`src/rtl/sbp_pkg.sv`:
```
package sbp_pkg;
  localparam logic [1:0] CTR_INIT = 2'b01;

  function automatic logic [1:0] ctr_next(input logic [1:0] c, input logic taken);
    if (taken) return (c == 2'b11) ? c : c + 2'b01;
    else       return (c == 2'b00) ? c : c - 2'b01;
  endfunction
endpackage

```
`src/rtl/sbp_l1_buf.sv`:
```
module sbp_l1_buf #(
  parameter int ADDR_W  = 16,
  parameter int ENTRIES = 4
) (
  input  logic              clk_i,
  input  logic              rst_ni,
  input  logic              look_en_i,
  input  logic [ADDR_W-1:0] look_pc_i,
  output logic              look_hit_o,
  output logic [ADDR_W-1:0] look_tgt_o,
  input  logic [ADDR_W-1:0] chk_pc_i,
  output logic              chk_easy_o,
  input  logic              wr_en_i,
  input  logic [ADDR_W-1:0] wr_pc_i,
  input  logic [ADDR_W-1:0] wr_tgt_i,
  input  logic              wr_easy_i
);
  localparam int PTR_W = (ENTRIES > 1) ? $clog2(ENTRIES) : 1;

  logic [ENTRIES-1:0]             vld_q, easy_q;
  logic [ENTRIES-1:0][ADDR_W-1:0] pc_q, tgt_q;
  logic [PTR_W-1:0]               ptr_q;
  logic [ENTRIES-1:0]             wr_match;

  always_comb begin
    look_hit_o = 1'b0;
    look_tgt_o = '0;
    chk_easy_o = 1'b0;
    for (int i = 0; i < ENTRIES; i++) begin
      if (look_en_i && vld_q[i] && pc_q[i] == look_pc_i) begin
        look_hit_o = 1'b1;
        look_tgt_o = tgt_q[i];
      end
      if (vld_q[i] && easy_q[i] && pc_q[i] == chk_pc_i) chk_easy_o = 1'b1;
    end
  end

  for (genvar g = 0; g < ENTRIES; g++) begin : g_match
    assign wr_match[g] = vld_q[g] && pc_q[g] == wr_pc_i;
  end

  always_ff @(posedge clk_i or negedge rst_ni) begin
    if (!rst_ni) begin
      vld_q  <= '0;
      easy_q <= '0;
      pc_q   <= '0;
      tgt_q  <= '0;
      ptr_q  <= '0;
    end else if (wr_en_i) begin
      if (|wr_match) begin
        for (int i = 0; i < ENTRIES; i++) begin
          if (wr_match[i]) begin
            tgt_q[i]  <= wr_tgt_i;
            easy_q[i] <= wr_easy_i;
          end
        end
      end else begin
        vld_q[ptr_q]  <= 1'b1;
        pc_q[ptr_q]   <= wr_pc_i;
        tgt_q[ptr_q]  <= wr_tgt_i;
        easy_q[ptr_q] <= wr_easy_i;
        ptr_q <= (ptr_q == PTR_W'(ENTRIES - 1)) ? '0 : ptr_q + 1'b1;
      end
    end
  end
endmodule

```
`src/rtl/sbp_bk_tbl.sv`:
```
module sbp_bk_tbl #(
  parameter int PC_W   = 14,
  parameter int ADDR_W = 16,
  parameter int IDX_W  = 3,
  parameter int HIST_W = 4
) (
  input  logic              clk_i,
  input  logic              rst_ni,
  input  logic [PC_W-1:0]   rd_pc_i,
  output logic              rd_hit_o,
  output logic [ADDR_W-1:0] rd_tgt_o,
  output logic [HIST_W-1:0] rd_hist_o,
  input  logic [PC_W-1:0]   up_pc_i,
  output logic              up_hit_o,
  output logic [HIST_W-1:0] up_hist_o,
  input  logic              up_en_i,
  input  logic              alloc_en_i,
  input  logic              taken_i,
  input  logic [ADDR_W-1:0] target_i
);
  localparam int DEPTH = 1 << IDX_W;
  localparam int TAG_W = PC_W - IDX_W;

  logic [DEPTH-1:0]             vld_q;
  logic [DEPTH-1:0][TAG_W-1:0]  tag_q;
  logic [DEPTH-1:0][ADDR_W-1:0] tgt_q;
  logic [DEPTH-1:0][HIST_W-1:0] hist_q;

  logic [IDX_W-1:0] rd_idx, up_idx;
  assign rd_idx = rd_pc_i[IDX_W-1:0];
  assign up_idx = up_pc_i[IDX_W-1:0];

  assign rd_hit_o  = vld_q[rd_idx] && tag_q[rd_idx] == rd_pc_i[PC_W-1:IDX_W];
  assign rd_tgt_o  = tgt_q[rd_idx];
  assign rd_hist_o = hist_q[rd_idx];
  assign up_hit_o  = vld_q[up_idx] && tag_q[up_idx] == up_pc_i[PC_W-1:IDX_W];
  assign up_hist_o = hist_q[up_idx];

  always_ff @(posedge clk_i or negedge rst_ni) begin
    if (!rst_ni) begin
      vld_q  <= '0;
      tag_q  <= '0;
      tgt_q  <= '0;
      hist_q <= '0;
    end else if (up_en_i) begin
      hist_q[up_idx] <= {hist_q[up_idx][HIST_W-2:0], taken_i};
      if (taken_i) tgt_q[up_idx] <= target_i;
    end else if (alloc_en_i) begin
      vld_q[up_idx]  <= 1'b1;
      tag_q[up_idx]  <= up_pc_i[PC_W-1:IDX_W];
      tgt_q[up_idx]  <= target_i;
      hist_q[up_idx] <= HIST_W'(1);
    end
  end
endmodule

```
`src/rtl/sbp_pht.sv`:
```
module sbp_pht #(
  parameter int IDX_W = 5
) (
  input  logic             clk_i,
  input  logic             rst_ni,
  input  logic [IDX_W-1:0] rd_idx_i,
  output logic [1:0]       rd_ctr_o,
  input  logic             wr_en_i,
  input  logic [IDX_W-1:0] wr_idx_i,
  input  logic             taken_i
);
  import sbp_pkg::*;
  localparam int DEPTH = 1 << IDX_W;

  logic [DEPTH-1:0][1:0] ctr_q;
  assign rd_ctr_o = ctr_q[rd_idx_i];

  always_ff @(posedge clk_i or negedge rst_ni) begin
    if (!rst_ni) begin
      for (int i = 0; i < DEPTH; i++) ctr_q[i] <= CTR_INIT;
    end else if (wr_en_i) begin
      ctr_q[wr_idx_i] <= ctr_next(ctr_q[wr_idx_i], taken_i);
    end
  end
endmodule

```
`src/rtl/sbp_predictor.sv`:
```
module sbp_predictor #(
  parameter int ADDR_W     = 16,
  parameter int L1_ENTRIES = 4,
  parameter int BK_IDX_W   = 3,
  parameter int HIST_W     = 4,
  parameter int SEL_W      = 1,
  parameter int ALIGN      = 2
) (
  input  logic              clk_i,
  input  logic              rst_ni,
  input  logic              fetch_valid_i,
  input  logic [ADDR_W-1:0] fetch_pc_i,
  output logic [ADDR_W-1:0] next_pc_o,
  output logic              l1_hit_o,
  output logic              late_redirect_o,
  output logic [ADDR_W-1:0] late_target_o,
  input  logic              hint_we_i,
  input  logic [ADDR_W-1:0] hint_pc_i,
  input  logic [ADDR_W-1:0] hint_target_i,
  input  logic              hint_easy_i,
  input  logic              res_valid_i,
  input  logic [ADDR_W-1:0] res_pc_i,
  input  logic              res_taken_i,
  input  logic [ADDR_W-1:0] res_target_i,
  input  logic              res_pred_taken_i,
  input  logic [ADDR_W-1:0] res_pred_target_i,
  output logic              redirect_o,
  output logic [ADDR_W-1:0] redirect_pc_o
);
  localparam int PC_W  = ADDR_W - ALIGN;
  localparam int PHT_W = SEL_W + HIST_W;
  localparam logic [ADDR_W-1:0] STEP = ADDR_W'(1 << ALIGN);

  logic              l1_hit;
  logic [ADDR_W-1:0] l1_tgt;
  logic              res_easy;
  logic              bk_hit, up_hit;
  logic [ADDR_W-1:0] bk_tgt;
  logic [HIST_W-1:0] bk_hist, up_hist;
  logic [1:0]        rd_ctr;
  logic              do_res, up_en, alloc_en, mispred;

  sbp_l1_buf #(.ADDR_W(ADDR_W), .ENTRIES(L1_ENTRIES)) u_l1 (
    .clk_i, .rst_ni,
    .look_en_i (fetch_valid_i),
    .look_pc_i (fetch_pc_i),
    .look_hit_o(l1_hit),
    .look_tgt_o(l1_tgt),
    .chk_pc_i  (res_pc_i),
    .chk_easy_o(res_easy),
    .wr_en_i   (hint_we_i),
    .wr_pc_i   (hint_pc_i),
    .wr_tgt_i  (hint_target_i),
    .wr_easy_i (hint_easy_i)
  );

  sbp_bk_tbl #(.PC_W(PC_W), .ADDR_W(ADDR_W), .IDX_W(BK_IDX_W), .HIST_W(HIST_W)) u_bk (
    .clk_i, .rst_ni,
    .rd_pc_i   (fetch_pc_i[ADDR_W-1:ALIGN]),
    .rd_hit_o  (bk_hit),
    .rd_tgt_o  (bk_tgt),
    .rd_hist_o (bk_hist),
    .up_pc_i   (res_pc_i[ADDR_W-1:ALIGN]),
    .up_hit_o  (up_hit),
    .up_hist_o (up_hist),
    .up_en_i   (up_en),
    .alloc_en_i(alloc_en),
    .taken_i   (res_taken_i),
    .target_i  (res_target_i)
  );

  sbp_pht #(.IDX_W(PHT_W)) u_pht (
    .clk_i, .rst_ni,
    .rd_idx_i({fetch_pc_i[ALIGN +: SEL_W], bk_hist}),
    .rd_ctr_o(rd_ctr),
    .wr_en_i (up_en),
    .wr_idx_i({res_pc_i[ALIGN +: SEL_W], up_hist}),
    .taken_i (res_taken_i)
  );

  assign l1_hit_o  = l1_hit;
  assign next_pc_o = l1_hit ? l1_tgt : fetch_pc_i + STEP;

  assign do_res   = res_valid_i && !res_easy;
  assign up_en    = do_res && up_hit;
  assign alloc_en = do_res && !up_hit && res_taken_i;
  assign mispred  = (res_pred_taken_i != res_taken_i) ||
                    (res_taken_i && res_pred_target_i != res_target_i);

  always_ff @(posedge clk_i or negedge rst_ni) begin
    if (!rst_ni) begin
      late_redirect_o <= 1'b0;
      late_target_o   <= '0;
      redirect_o      <= 1'b0;
      redirect_pc_o   <= '0;
    end else begin
      late_redirect_o <= fetch_valid_i && !l1_hit && bk_hit && rd_ctr[1];
      late_target_o   <= bk_tgt;
      redirect_o      <= res_valid_i && mispred;
      redirect_pc_o   <= res_taken_i ? res_target_i : res_pc_i + STEP;
    end
  end
endmodule

```
`config.mk`:
```
export PLATFORM = sky130hd
export DESIGN_NAME = sbp_predictor
export DESIGN_NICKNAME = d
export VERILOG_FILES = /design/src/rtl/sbp_pkg.sv /design/src/rtl/sbp_l1_buf.sv /design/src/rtl/sbp_bk_tbl.sv /design/src/rtl/sbp_pht.sv /design/src/rtl/sbp_predictor.sv
export SDC_FILE = /design/constraint.sdc
export NUM_CORES = 1
export LEC_CHECK = 0
export BUFFER_PORTS_ARGS = -buffer_cell sky130_fd_sc_hd__clkbuf_2
export CAP_MARGIN = 30
export CORE_ASPECT_RATIO = 1.2
export CORE_UTILIZATION = 37
export CTS_CLUSTER_DIAMETER = 40
export DETAILED_ROUTE_END_ITERATION = 8
export HOLD_SLACK_MARGIN = 0.1
export PLACE_DENSITY = 0.61
export REMOVE_ABC_BUFFERS = 1
export SLEW_MARGIN = 30
export SYNTH_ARGS = -nofsm -noshare
export SYNTH_HDL_FRONTEND = slang
export SYNTH_SLANG_ARGS = --single-unit
```
`constraint.sdc`:
```
create_clock -name clk_i -period 5.3 [get_ports clk_i]
set_input_delay 0.795 -clock clk_i [delete_from_list [all_inputs] [get_ports clk_i]]
set_output_delay 0.795 -clock clk_i [all_outputs]
set_load 0.1 [all_outputs]
```
==> run summary <==
OUTCOME
--------------------------------------------------------------------------------------
Run status                                                                finished clean

CLOCKING
--------------------------------------------------------------------------------------
Max Root-Sink Buffers                                                                3
Number of CTS-inserted buffers                                                      76
Clock latency of the later-clocked register in the worst-skew pair             0.63 ns
Clock slew at the register clock pins of the worst setup and hold paths        0.06 ns
Number of H-tree levels                                                              3
Clock Sinks                                                                        492
Number of setup buffers added after CTS                                              0
Count of hold-fix buffers inserted at cts                                            0
TritonCTS clock tree                                                             built
CTS resizes                                                                          0
Root buffer selected by CTS                                               sky130_fd_sc_hd__clkbuf_16

STA
--------------------------------------------------------------------------------------
Worst-Margin Slew                                                             0.978 ns
Period minus WS final                                                          4.36 ns
Timing-limited maximum frequency                                               229 MHz
Fin. max-slew vios                                                                   0
Count of endpoints failing hold in the final timing report                           0
Tightest hold margin                                                          0.199 ns
RSZ-0062 raised after global routing                                             false
Final clock period utilization by the worst path                                 82.3%
Max Clock Skew                                                               0.0394 ns
Worst max-slew margin expressed relative to the limit                            34.8%
Setup Viol. Count Final                                                              0

WORST HOLD PATH
--------------------------------------------------------------------------------------
Path class of the lowest-slack min-delay path                             primary input to asynchronous set/reset pin

WORST SETUP PATH
--------------------------------------------------------------------------------------
Maximum cell stage delay along the critical path                               0.66 ns
Arr. time, crit path                                                           3.57 ns
Critical path's most frequent cell                                        sky130_fd_sc_hd__o21ai_0
Worst R2R Start                                                           u_bk.hist_q[20]$_DFFE_PN0P_
Path type of the worst setup path                                         register to output pin
Maximum net fanout on the critical path                                             14
Crit path required time                                                        4.51 ns
Critical path launch point type                                               register
Capturing element type of the critical path                                 output pin
Slowest cell on the critical path                                         sky130_fd_sc_hd__or3_1
CP cell instances                                                         xor2_1 > nor4_1 > nand4_1 > or3_1 > o211ai_1 > o21ai_0 > o21ai_0 > mux2_2 > clkbuf_2
Critical Path Start                                                       u_l1.pc_q[47]$_DFFE_PN0P_

FINAL LAYOUT
--------------------------------------------------------------------------------------
Area growth, synth to finish                                                     17.4%
Multi-input gate area in the final layout                                 13,300 sq um
Final cell utilization of the core                                               43.9%
Sequential cell area in the final layout                                  12,400 sq um
Commonest cells after routing, fill and taps aside                        460 x sky130_fd_sc_hd__dfrtp_1, 331 x sky130_fd_sc_hd__mux2_2, 280 x sky130_fd_sc_hd__nand2_1, 171 x sky130_fd_sc_hd__o21ai_0, 146 x sky130_fd_sc_hd__xor2_1
Share of cells above drive strength 1                                            35.2%
Final-layout fill cell count                                                     6,519
Net total in the final layout                                                    2,549
Antenna Diode Count                                                                  0
Commonest non-fill, non-tap cell in the layout                            sky130_fd_sc_hd__dfrtp_1

FLOORPLAN
--------------------------------------------------------------------------------------
Core region area                                                          71,000 sq um
Horiz. Die Dim                                                             246 microns
Area enclosed by the die boundary                                         72,800 sq um
Number of placement rows                                                           107
Y dimension of the die                                                     295 microns
Top-Level Pins                                                                     155
Initial standard-cell utilization of the core                                    37.4%

DETAILED ROUTING
--------------------------------------------------------------------------------------
Per-cell routed wire length                                               23.2 microns
Number of DRC markers after the initial detailed-route iteration                 1,349
Drt pass-1 iters                                                                     6
# DRC                                                                                0
Total number of vias                                                            19,200
Routed wire length                                                             79.4 mm
Routed vias/inst                                                                  5.60
Remaining number of nets flagged by the antenna check after routing                  0

SYNTH
--------------------------------------------------------------------------------------
Synth Register Bits                                                                492
FFs w/ async S/R, synth                                                           100%
Dominant synthesized flop cell                                            sky130_fd_sc_hd__dfrtp_1
EDFF count, synth                                                                    0
Synth cell types                                                                    74
Seq/Total Area, Yosys                                                            46.5%
Yosys Warn Count                                                                     0
Cells after Synth                                                                2,316
Syn avg cell area                                                           11.5 sq um
Synthesized area                                                          26,500 sq um

PLACEMENT
--------------------------------------------------------------------------------------
Port Buffers                                                                       154
DP Wirelength                                                                  54.4 mm
Placer Congestion                                                                0.928

PWR
--------------------------------------------------------------------------------------
Worst VDD drop                                                                0.337 mV
P per Cell Area                                                            451 nW/um^2
Leakage Power                                                                0.0133 uW

JOB
--------------------------------------------------------------------------------------
Max_cap viols                                                                        0

GRT
--------------------------------------------------------------------------------------
Wire length of the first global-routing pass                                    122 mm
Largest net degree at the start of global routing                                  106
Grt total ovfl                                                                       0
Number of antenna violations at the first check in global routing                    0
Via count of the first global-routing pass                                      19,900
All-Layer GR Usage                                                               22.1%

-- routing by layer --
layer  wire length, microns  global-route usage (%)  part of all wire [%]  vias up
li1                       -                       -                     -     8477
met1                  32400                    28.1                    41     9783
met2                  39100                    36.9                    49      739
met3                   4280                    2.83                   5.4      201
met4                   3650                    11.3                   4.6        0
met5                      0                       0                     0        -
-- sequential cells by signal, indices dropped and copies added (netlist names) --
name / cells
u_bk.tgt_q: 128
u_bk.tag_q: 88
u_l1.pc_q: 64
u_l1.tgt_q: 64
u_pht.ctr_q: 64
u_bk.hist_q: 32
late_target_o: 16
redirect_pc_o: 16
u_bk.vld_q: 8
u_l1.easy_q: 4
u_l1.vld_q: 4
u_l1.ptr_q: 2
late_redirect_o: 1
redirect_o: 1
-- power breakdown --
part / internal [uW] / switching (uW)
Clock: 3090 / 1960
Sequential: 4700 / 883
Combinational: 1580 / 1850
Total: 9370 / 4690
-- critical path, delay by kind of cell (launching register included) --
family          cells  cell delay [ns]
simple gates        3             1.13
flops               1             0.49
buf+inv             1             0.45
compound gates      3             0.45
xor+xnor            1             0.21
mux                 1             0.21
-- final timing paths --
| check | to | slack (ns) | cells after the start |
|---|---|---|---|
| max | next_pc_o[4] | 0.94 | 9 |
| max reg2reg | u_pht.ctr_q[5]$_DFFE_PN0P_ | 1.55 | 9 |
| min in group clk_i | u_l1.tgt_q[24]$_DFFE_PN0P_ | 0.44 | 3 |
| max in group asynchronous | u_bk.vld_q[0]$_DFFE_PN0P_ | 3.78 | 2 |
| min reg2reg | u_l1.tgt_q[36]$_DFFE_PN0P_ | 0.47 | 2 |
| min | late_target_o[6]$_DFF_PN0_ | 0.20 | 1 |
-- stage by stage --
stage | total power (uW) | setup WS [ns] | instance area, sq um | cells | TNS (ns)
after detailed placement | 9030 | 0.677 | 28600 | 3287 | 0
after floorplan | 7850 | -1.05 | 25700 | 2129 | -6.54
after global placement | 8880 | 0.797 | 28500 | 3287 | 0
after CTS | 14100 | 0.944 | 31200 | 3426 | 0
after global routing | 14700 | 0.758 | 31200 | 3426 | 0
final | 14100 | 0.936 | 31200 | 3426 | 0
-- cells in the mapped netlist, types with 8 or more instances --
cell / n / share of area (%)
sky130_fd_sc_hd__dfrtp_1: 460 / 43
sky130_fd_sc_hd__mux2_2: 331 / 14
sky130_fd_sc_hd__nand2_1: 280 / 4.0
sky130_fd_sc_hd__o21ai_0: 171 / 3.2
sky130_fd_sc_hd__xor2_1: 146 / 4.8
sky130_fd_sc_hd__clkbuf_1: 117 / 1.7
sky130_fd_sc_hd__xnor2_1: 107 / 3.5
sky130_fd_sc_hd__mux4_2: 74 / 6.3
sky130_fd_sc_hd__mux2i_1: 67 / 2.5
sky130_fd_sc_hd__nor2_1: 59 / 0.83
sky130_fd_sc_hd__nand3_1: 49 / 0.92
sky130_fd_sc_hd__buf_2: 35 / 0.66
sky130_fd_sc_hd__nor4_1: 35 / 0.83
sky130_fd_sc_hd__dfstp_2: 32 / 3.2
sky130_fd_sc_hd__nand4_1: 31 / 0.73
sky130_fd_sc_hd__mux2_4: 30 / 1.7
sky130_fd_sc_hd__nor3_1: 24 / 0.45
sky130_fd_sc_hd__buf_1: 20 / 0.28
sky130_fd_sc_hd__a211oi_1: 19 / 0.54
sky130_fd_sc_hd__nand2b_1: 18 / 0.42
sky130_fd_sc_hd__a21oi_1: 16 / 0.30
sky130_fd_sc_hd__nor2_2: 16 / 0.38
sky130_fd_sc_hd__and3_1: 14 / 0.33
sky130_fd_sc_hd__a22oi_1: 12 / 0.34
sky130_fd_sc_hd__inv_1: 11 / 0.16
sky130_fd_sc_hd__o22ai_1: 10 / 0.24
sky130_fd_sc_hd__a221oi_1: 8 / 0.26
sky130_fd_sc_hd__buf_4: 8 / 0.23
-- kinds of logic (layout without fill, tap and decap cells) --
| family | count (synthesis) | count (layout) | share of synthesized area [%] |
|---|---|---|---|
| simple gates | 569 | 569 | 10.1 |
| mux | 508 | 508 | 24.8 |
| flops | 492 | 492 | 46.5 |
| compound gates | 284 | 284 | 6.45 |
| xor+xnor | 253 | 253 | 8.35 |
| buf+inv | 202 | 386 | 3.33 |
| fa+ha+maj | 8 | 8 | 0.363 |
-- cell type report --
class	count	share of cell area [%]
Clock inverter	43	1.59
Sequential cell	492	39.6
Timing Repair Buffer	232	5.27
Clock buffer	96	6.80
Multi-Input combinational cell	1622	42.8
Inverter	15	0.181
Tap cell	926	3.72
(Power assumes the default switching activity.)
